**config.mk**
```make
export PLATFORM = sky130hd
export DESIGN_NAME = i2c_target_stretch
export DESIGN_NICKNAME = d
export VERILOG_FILES = /design/src/rtl/i2cs_pkg.sv /design/src/rtl/i2cs_sync.sv /design/src/rtl/i2cs_edges.sv /design/src/rtl/i2cs_scl_hold.sv /design/src/rtl/i2c_target_stretch.sv
export SDC_FILE = /design/constraint.sdc
export NUM_CORES = 1
export LEC_CHECK = 0
export BUFFER_PORTS_ARGS = -buffer_cell sky130_fd_sc_hd__buf_2
export CORE_UTILIZATION = 50
export DETAILED_ROUTE_END_ITERATION = 7
export PLACE_DENSITY_LB_ADDON = 0.3
export SLEW_MARGIN = 20
export SYNTH_ARGS = -nofsm -noshare
export SYNTH_HDL_FRONTEND = slang
export SYNTH_SLANG_ARGS = --single-unit
```
**constraint.sdc**
```tcl
create_clock -name clk -period 2.23 [get_ports clk]
set_input_delay 0.223 -clock clk [delete_from_list [all_inputs] [get_ports clk]]
set_output_delay 0.223 -clock clk [all_outputs]
set_load 0.02 [all_outputs]
```
**src/rtl/i2cs_pkg.sv**
```systemverilog
package i2cs_pkg;
   typedef enum logic [1:0] {
      PH_IDLE = 2'd0,
      PH_ADDR = 2'd1,
      PH_RX   = 2'd2,
      PH_TX   = 2'd3
   } phase_t;
endpackage

```
**src/rtl/i2cs_sync.sv**
```systemverilog
module i2cs_sync #(
   parameter int          WIDTH     = 2,
   parameter int          STAGES    = 2,
   parameter logic [WIDTH-1:0] RESET_VAL = '1
) (
   input  logic             clk,
   input  logic             rst_n,
   input  logic [WIDTH-1:0] d,
   output logic [WIDTH-1:0] q
);
   if (STAGES < 2) begin : g_bad_stages
      $error("i2cs_sync: STAGES must be at least 2");
   end

   logic [WIDTH-1:0] stg_q [STAGES];

   for (genvar i = 0; i < STAGES; i++) begin : g_stage
      always_ff @(posedge clk or negedge rst_n) begin
         if (!rst_n)     stg_q[i] <= RESET_VAL;
         else if (i == 0) stg_q[i] <= d;
         else             stg_q[i] <= stg_q[(i == 0) ? 0 : i-1];
      end
   end

   assign q = stg_q[STAGES-1];
endmodule

```
**src/rtl/i2cs_edges.sv**
```systemverilog
module i2cs_edges (
   input  logic clk,
   input  logic rst_n,
   input  logic scl_s,
   input  logic sda_s,
   output logic ev_rise,
   output logic ev_fall,
   output logic ev_start,
   output logic ev_stop
);
   logic scl_d, sda_d;

   always_ff @(posedge clk or negedge rst_n) begin
      if (!rst_n) begin
         scl_d <= 1'b1;
         sda_d <= 1'b1;
      end else begin
         scl_d <= scl_s;
         sda_d <= sda_s;
      end
   end

   assign ev_rise  = scl_s & ~scl_d;
   assign ev_fall  = ~scl_s & scl_d;
   assign ev_start = scl_s & scl_d & sda_d & ~sda_s;
   assign ev_stop  = scl_s & scl_d & ~sda_d & sda_s;
endmodule

```
**src/rtl/i2cs_scl_hold.sv**
```systemverilog
module i2cs_scl_hold (
   input  logic clk,
   input  logic rst_n,
   input  logic scl_s,
   input  logic hw_hold,
   input  logic release_set,
   output logic rel_q,
   output logic scl_oe
);
   always_ff @(posedge clk or negedge rst_n) begin
      if (!rst_n) begin
         rel_q  <= 1'b1;
         scl_oe <= 1'b0;
      end else begin
         if (release_set)  rel_q <= 1'b1;
         else if (hw_hold) rel_q <= 1'b0;
         if (rel_q)        scl_oe <= 1'b0;
         else if (!scl_s)  scl_oe <= 1'b1;
      end
   end


   scl_low_first_chk: assert property (@(posedge clk) disable iff (!rst_n)
      $rose(scl_oe) |-> $past(!scl_s));

   release_drop_chk: assert property (@(posedge clk) disable iff (!rst_n)
      rel_q |=> !scl_oe);

   sw_release_chk: assert property (@(posedge clk) disable iff (!rst_n)
      release_set |=> rel_q);
endmodule

```
**src/rtl/i2c_target_stretch.sv**
```systemverilog
module i2c_target_stretch
   import i2cs_pkg::*;
#(
   parameter int DATA_W      = 8,
   parameter int ADDR_W      = 7,
   parameter int SYNC_STAGES = 2
) (
   input  logic              clk,
   input  logic              rst_n,
   input  logic              scl_i,
   input  logic              sda_i,
   output logic              scl_oe,
   output logic              sda_oe,
   input  logic [ADDR_W-1:0] own_addr,
   input  logic              rx_hold_en,
   input  logic              wr_stb,
   input  logic [DATA_W-1:0] wr_data,
   input  logic              rd_stb,
   output logic [DATA_W-1:0] rd_data,
   input  logic              release_set,
   input  logic              ovf_clr,
   input  logic              irq_clr,
   output logic              irq,
   output logic              buf_full,
   output logic              overflow,
   output logic              release_bit,
   output logic              tx_mode
);
   localparam int CNT_W = $clog2(DATA_W + 2);
   localparam logic [CNT_W-1:0] LAST_CNT = CNT_W'(DATA_W);
   localparam logic [CNT_W-1:0] ACK_CNT  = CNT_W'(DATA_W + 1);

   if (DATA_W != ADDR_W + 1 || DATA_W < 2) begin : g_bad_width
      $error("i2c_target_stretch: DATA_W must equal ADDR_W+1 and be at least 2");
   end

   logic [1:0] line_s;
   logic scl_s, sda_s;
   logic ev_rise, ev_fall, ev_start, ev_stop;

   i2cs_sync #(.WIDTH(2), .STAGES(SYNC_STAGES), .RESET_VAL(2'b11)) u_sync (
      .clk(clk), .rst_n(rst_n), .d({scl_i, sda_i}), .q(line_s));
   assign scl_s = line_s[1];
   assign sda_s = line_s[0];

   i2cs_edges u_edges (
      .clk(clk), .rst_n(rst_n), .scl_s(scl_s), .sda_s(sda_s),
      .ev_rise(ev_rise), .ev_fall(ev_fall), .ev_start(ev_start), .ev_stop(ev_stop));

   phase_t            phase_q;
   logic [CNT_W-1:0]  bitcnt_q;
   logic [DATA_W-1:0] shreg_q, buf_q;
   logic              buf_full_q, ovf_q, irq_q, sda_drv_q;
   logic              rd_dir_q, mnack_q, tx_wait_q, hw_hold_q;

   always_ff @(posedge clk or negedge rst_n) begin
      if (!rst_n) begin
         phase_q    <= PH_IDLE;
         bitcnt_q   <= '0;
         shreg_q    <= '0;
         buf_q      <= '0;
         buf_full_q <= 1'b0;
         ovf_q      <= 1'b0;
         irq_q      <= 1'b0;
         sda_drv_q  <= 1'b0;
         rd_dir_q   <= 1'b0;
         mnack_q    <= 1'b0;
         tx_wait_q  <= 1'b0;
         hw_hold_q  <= 1'b0;
      end else begin
         hw_hold_q <= 1'b0;
         if (wr_stb) begin
            buf_q      <= wr_data;
            buf_full_q <= 1'b1;
         end else if (rd_stb) begin
            buf_full_q <= 1'b0;
         end
         if (ovf_clr) ovf_q <= 1'b0;
         if (irq_clr) irq_q <= 1'b0;

         if (ev_start) begin
            phase_q   <= PH_ADDR;
            bitcnt_q  <= '0;
            sda_drv_q <= 1'b0;
            tx_wait_q <= 1'b0;
         end else if (ev_stop) begin
            phase_q   <= PH_IDLE;
            bitcnt_q  <= '0;
            sda_drv_q <= 1'b0;
            tx_wait_q <= 1'b0;
         end else if (tx_wait_q) begin
            if (buf_full_q) begin
               shreg_q    <= buf_q;
               buf_full_q <= 1'b0;
               sda_drv_q  <= ~buf_q[DATA_W-1];
               tx_wait_q  <= 1'b0;
            end
         end else if (phase_q != PH_IDLE) begin
            if (ev_rise) begin
               if (bitcnt_q < LAST_CNT) begin
                  bitcnt_q <= bitcnt_q + 1'b1;
                  if (phase_q != PH_TX) shreg_q <= {shreg_q[DATA_W-2:0], sda_s};
               end else if (bitcnt_q == ACK_CNT) begin
                  mnack_q <= sda_s;
               end
            end else if (ev_fall) begin
               if (bitcnt_q == LAST_CNT) begin
                  bitcnt_q <= ACK_CNT;
                  case (phase_q)
                     PH_ADDR: begin
                        if (shreg_q[DATA_W-1:1] == own_addr) begin
                           sda_drv_q <= 1'b1;
                           rd_dir_q  <= shreg_q[0];
                        end else begin
                           phase_q <= PH_IDLE;
                        end
                     end
                     PH_RX: begin
                        if (buf_full_q) begin
                           ovf_q <= 1'b1;
                        end else begin
                           buf_q      <= shreg_q;
                           buf_full_q <= 1'b1;
                           sda_drv_q  <= 1'b1;
                        end
                     end
                     default: sda_drv_q <= 1'b0;
                  endcase
               end else if (bitcnt_q == ACK_CNT) begin
                  bitcnt_q  <= '0;
                  sda_drv_q <= 1'b0;
                  irq_q     <= 1'b1;
                  if (phase_q == PH_RX) begin
                     hw_hold_q <= rx_hold_en & buf_full_q;
                  end else if (phase_q == PH_ADDR && !rd_dir_q) begin
                     phase_q <= PH_RX;
                  end else if (phase_q == PH_TX && mnack_q) begin
                     phase_q <= PH_IDLE;
                  end else begin
                     phase_q <= PH_TX;
                     if (buf_full_q) begin
                        shreg_q    <= buf_q;
                        buf_full_q <= 1'b0;
                        sda_drv_q  <= ~buf_q[DATA_W-1];
                     end else begin
                        tx_wait_q <= 1'b1;
                        hw_hold_q <= 1'b1;
                     end
                  end
               end else if (phase_q == PH_TX && bitcnt_q != '0) begin
                  shreg_q   <= {shreg_q[DATA_W-2:0], 1'b0};
                  sda_drv_q <= ~shreg_q[DATA_W-2];
               end
            end
         end
      end
   end

   i2cs_scl_hold u_hold (
      .clk(clk), .rst_n(rst_n), .scl_s(scl_s), .hw_hold(hw_hold_q),
      .release_set(release_set), .rel_q(release_bit), .scl_oe(scl_oe));

   assign sda_oe   = sda_drv_q;
   assign rd_data  = buf_q;
   assign buf_full = buf_full_q;
   assign overflow = ovf_q;
   assign irq      = irq_q;
   assign tx_mode  = (phase_q == PH_TX);


   irq_after_fall_chk: assert property (@(posedge clk) disable iff (!rst_n)
      $rose(irq_q) |-> $past(ev_fall));

   idle_quiet_chk: assert property (@(posedge clk) disable iff (!rst_n)
      (phase_q == PH_IDLE) |-> !sda_drv_q);

   tx_load_chk: assert property (@(posedge clk) disable iff (!rst_n)
      (tx_wait_q && buf_full_q) |=> (!tx_wait_q && !buf_full_q));
endmodule

```
==> results.cfg <==
[sta]
setup_viol = 0
finalCritPeriodShare_pct = 96.80
maxSlewHeadroom_pct = 45.03
rsz0062_at_grt = yes
setup_tns_ns = 0
fin_crit_ns = 2.159
skew_ns = 0.005426
max_freq_ghz = 0.4633
final_hold_viol_count = 0
worst_pin_slew_ns = 0.8245
finalMaxSlewViolations = 0

[routing]
via_per_inst = 5.720
via_count = 1876
drtIter0Drc = 131
wl_mm = 5.335
final_antenna_net_count = 0
drt-pass1-iter-count = 4
route.detailed.wl_per_inst_um = 16.27
route.detailed.drc = 0

[clock_network]
clkTransAtPathRegs_ns = 0.08
root_buffer = clkbuf_8
cts_tree = done
ctsHtreeMaxLevel = 2
cts_buffer_depth = 2
insertion_delay_ns = 0.30
clkSinkCount = 38
cts_buffers = 5
postCtsHoldBufs = 0

[placed_design]
numPortBuffers = 39
post-dp-hpwl_mm = 3.602
gp_routability_congestion = 0.8907

[global_route]
grt.busiest_layer = met2
grt_start_max_net_pins = 39
grt_pass1_vias = 1689
grtUsageMet3_pct = 6.250
gr-usage-all-layers_pct = 24.79
antenna_found_initial = 0
use_met2_pct = 38.00
overflow = 0
use_met1_pct = 33.65
grt_pass1_wl_mm = 8.231

[worst_setup_path]
cpLargestDelayFamily = compound AO/OA/AOI/OAI gates
cp_slowest_stage_delay_ns = 0.56
required_ns = 2.45
worstPathArrival_ns = 2.38
cp_num_buf_inv = 2
worstPathMaxFanout = 8
critPathCaptureType = flip-flop
worst_path_max_delay_cell = dfstp_2
crit_chain = inv_2 > ha_4 > or3_1 > a221o_1 > a221oi_4 > buf_6 > a2bb2oi_2
start_kind = flip-flop
path_class = reg2reg

[synth]
netlist_area_sq_mm = 0.002140
ys_warn_count = 0
synth_top_family_by_area = compound AO/OA/AOI/OAI gates
synth_edf_count = 0
synthFlopType = dfrtp_1
synthAdderAreaFrac_pct = 5.848
ys_seq_elements = 38
synth_mux_area_share_pct = 6.199
synth_area_per_cell_sq_um = 10.09
synth_cell_types = 47
synth_xor_xnor_area_share_pct = 3.275
ys_async_sr_fraction_pct = 100.0
syn_nets = 247
synth_cells = 212
synthSimpleGateAreaFrac_pct = 16.08
yosysSeqAreaShare_pct = 44.85
synth_compound_area_share_pct = 19.42

[final_layout]
layout_common_cells = buf_2, dfrtp_1, buf_4
drive_above_1_share_pct = 38.49
syn2layout_area_growth_pct = 30.76
final_common_cell = buf_2
diodes = 0
fin_nets = 312

[floorplanning]
core_sq_mm = 0.004058
die_x_um = 67.42
rows = 23
dieArea_sq_mm = 0.004545
ioPinCount = 40
die_h_um = 67.42
start_util_pct = 52.73

[pwr]
power_mw = 2.265
p_per_area_mw_per_mm2 = 809.4
p_leak_nw = 1.258
ir_worst_vdd_mv = 0.5167

[worst_hold_path]
hold_class = in2async

[outcome]
status = complete, no violations

[run]
drv_cap = 0
[stage by stage]
stage	util, %	worst slack, ns	hold WS [ns]	cell area (sq um)	cells
3_5_place_dp	61.33	0.02354	0.3306	2489	310
4_1_cts	64.82	0.005429	0.01695	2630	318
2_1_floorplan	-	0.1050	-0.07259	2140	212
5_1_grt	68.95	0.001555	0.006119	2798	328
6_report	68.95	0.07145	0.006556	2798	328
3_3_place_gp	61.33	0.05503	0.3287	2489	310
[worst paths after layout]
check	startpoint	to	slack [ns]	cells past startpoint
hold reg to reg	u_sync.stg_q[2]	u_sync.q[0]	0.36	0
setup reg to reg	u_edges.scl_d	shreg_q[1]	0.07	7
hold / removal	rst_n	tx_wait_q	0.007	1
setup / recovery	u_edges.scl_d	shreg_q[1]	0.07	7
min in group clk	scl_i	u_sync.stg_q[3]	0.02	1
max in group asynchronous	rst_n	bitcnt_q[0]	1.66	1
[Yosys cell counts (3+ instances only)]
library cell   n  area, sq um
a21oi_1        9        45.04
a2bb2oi_1      7        61.31
a31oi_1        4        25.02
clkbuf_1       4        15.01
dfrtp_1       31        775.7
dfstp_2        7        183.9
ha_1          10        125.1
inv_1         15        56.30
mux2i_1       11        110.1
nand2_1       23        86.33
nand3_1        5        25.02
nand3b_1       3        22.52
nand4_1        3        18.77
nor2_1         9        33.78
o21ai_0       13        65.06
o22ai_1        9        56.30
xnor2_1        4        35.03
xor2_1         4        35.03
[report_power, final]
| part | switching, mW | leakage [nW] | total, mW | internal [mW] |
|---|---|---|---|---|
| logic | 0.299 | 0.742 | 0.620 | 0.321 |
| registers | 0.143 | 0.448 | 0.940 | 0.797 |
| clock network | 0.257 | 0.0683 | 0.705 | 0.448 |
[layer usage]
layer	part of all wire, %	vias to the layer above
li1	-	903
met1	45	898
met3	5.9	14
met2	47	61
met4	2.1	0
met5	0	-
[repair_timing]
item                                    CTS  global route
pin swaps                                 0             6
resized for setup                         1            23
buffers inserted                          0             9
gates cloned                              0             1
endpoints found under the setup margin    1            20
[cells by family after synthesis]
group,count (synthesis)
XOR/XNOR,8
AO/OA/AOI/OAI,59
flip-flops,38
buffers and inverters,23
adder cells (fa/ha/maj),10
AND/OR/NAND/NOR,61
multiplexers,13
[registers in the layout, summed over array words and instances, names as in the netlist, 2 cells and up]
register      flops
phase_q           2
u_sync.q          2
u_sync.stg_q      2
shreg_q           8
rd_data           8
bitcnt_q          4
[cell type report]
type                       count  area, sq um
timing repair buffer          66        406.6
clock buffer                   5        68.82
inverter                      15        56.30
fill                         306         1260
tap                           50        62.56
multi-input combinational    151         1174
clock inverter                 3        68.82
sequential                    38        960.9
Note: power is estimated with default switching activity, not from simulation.
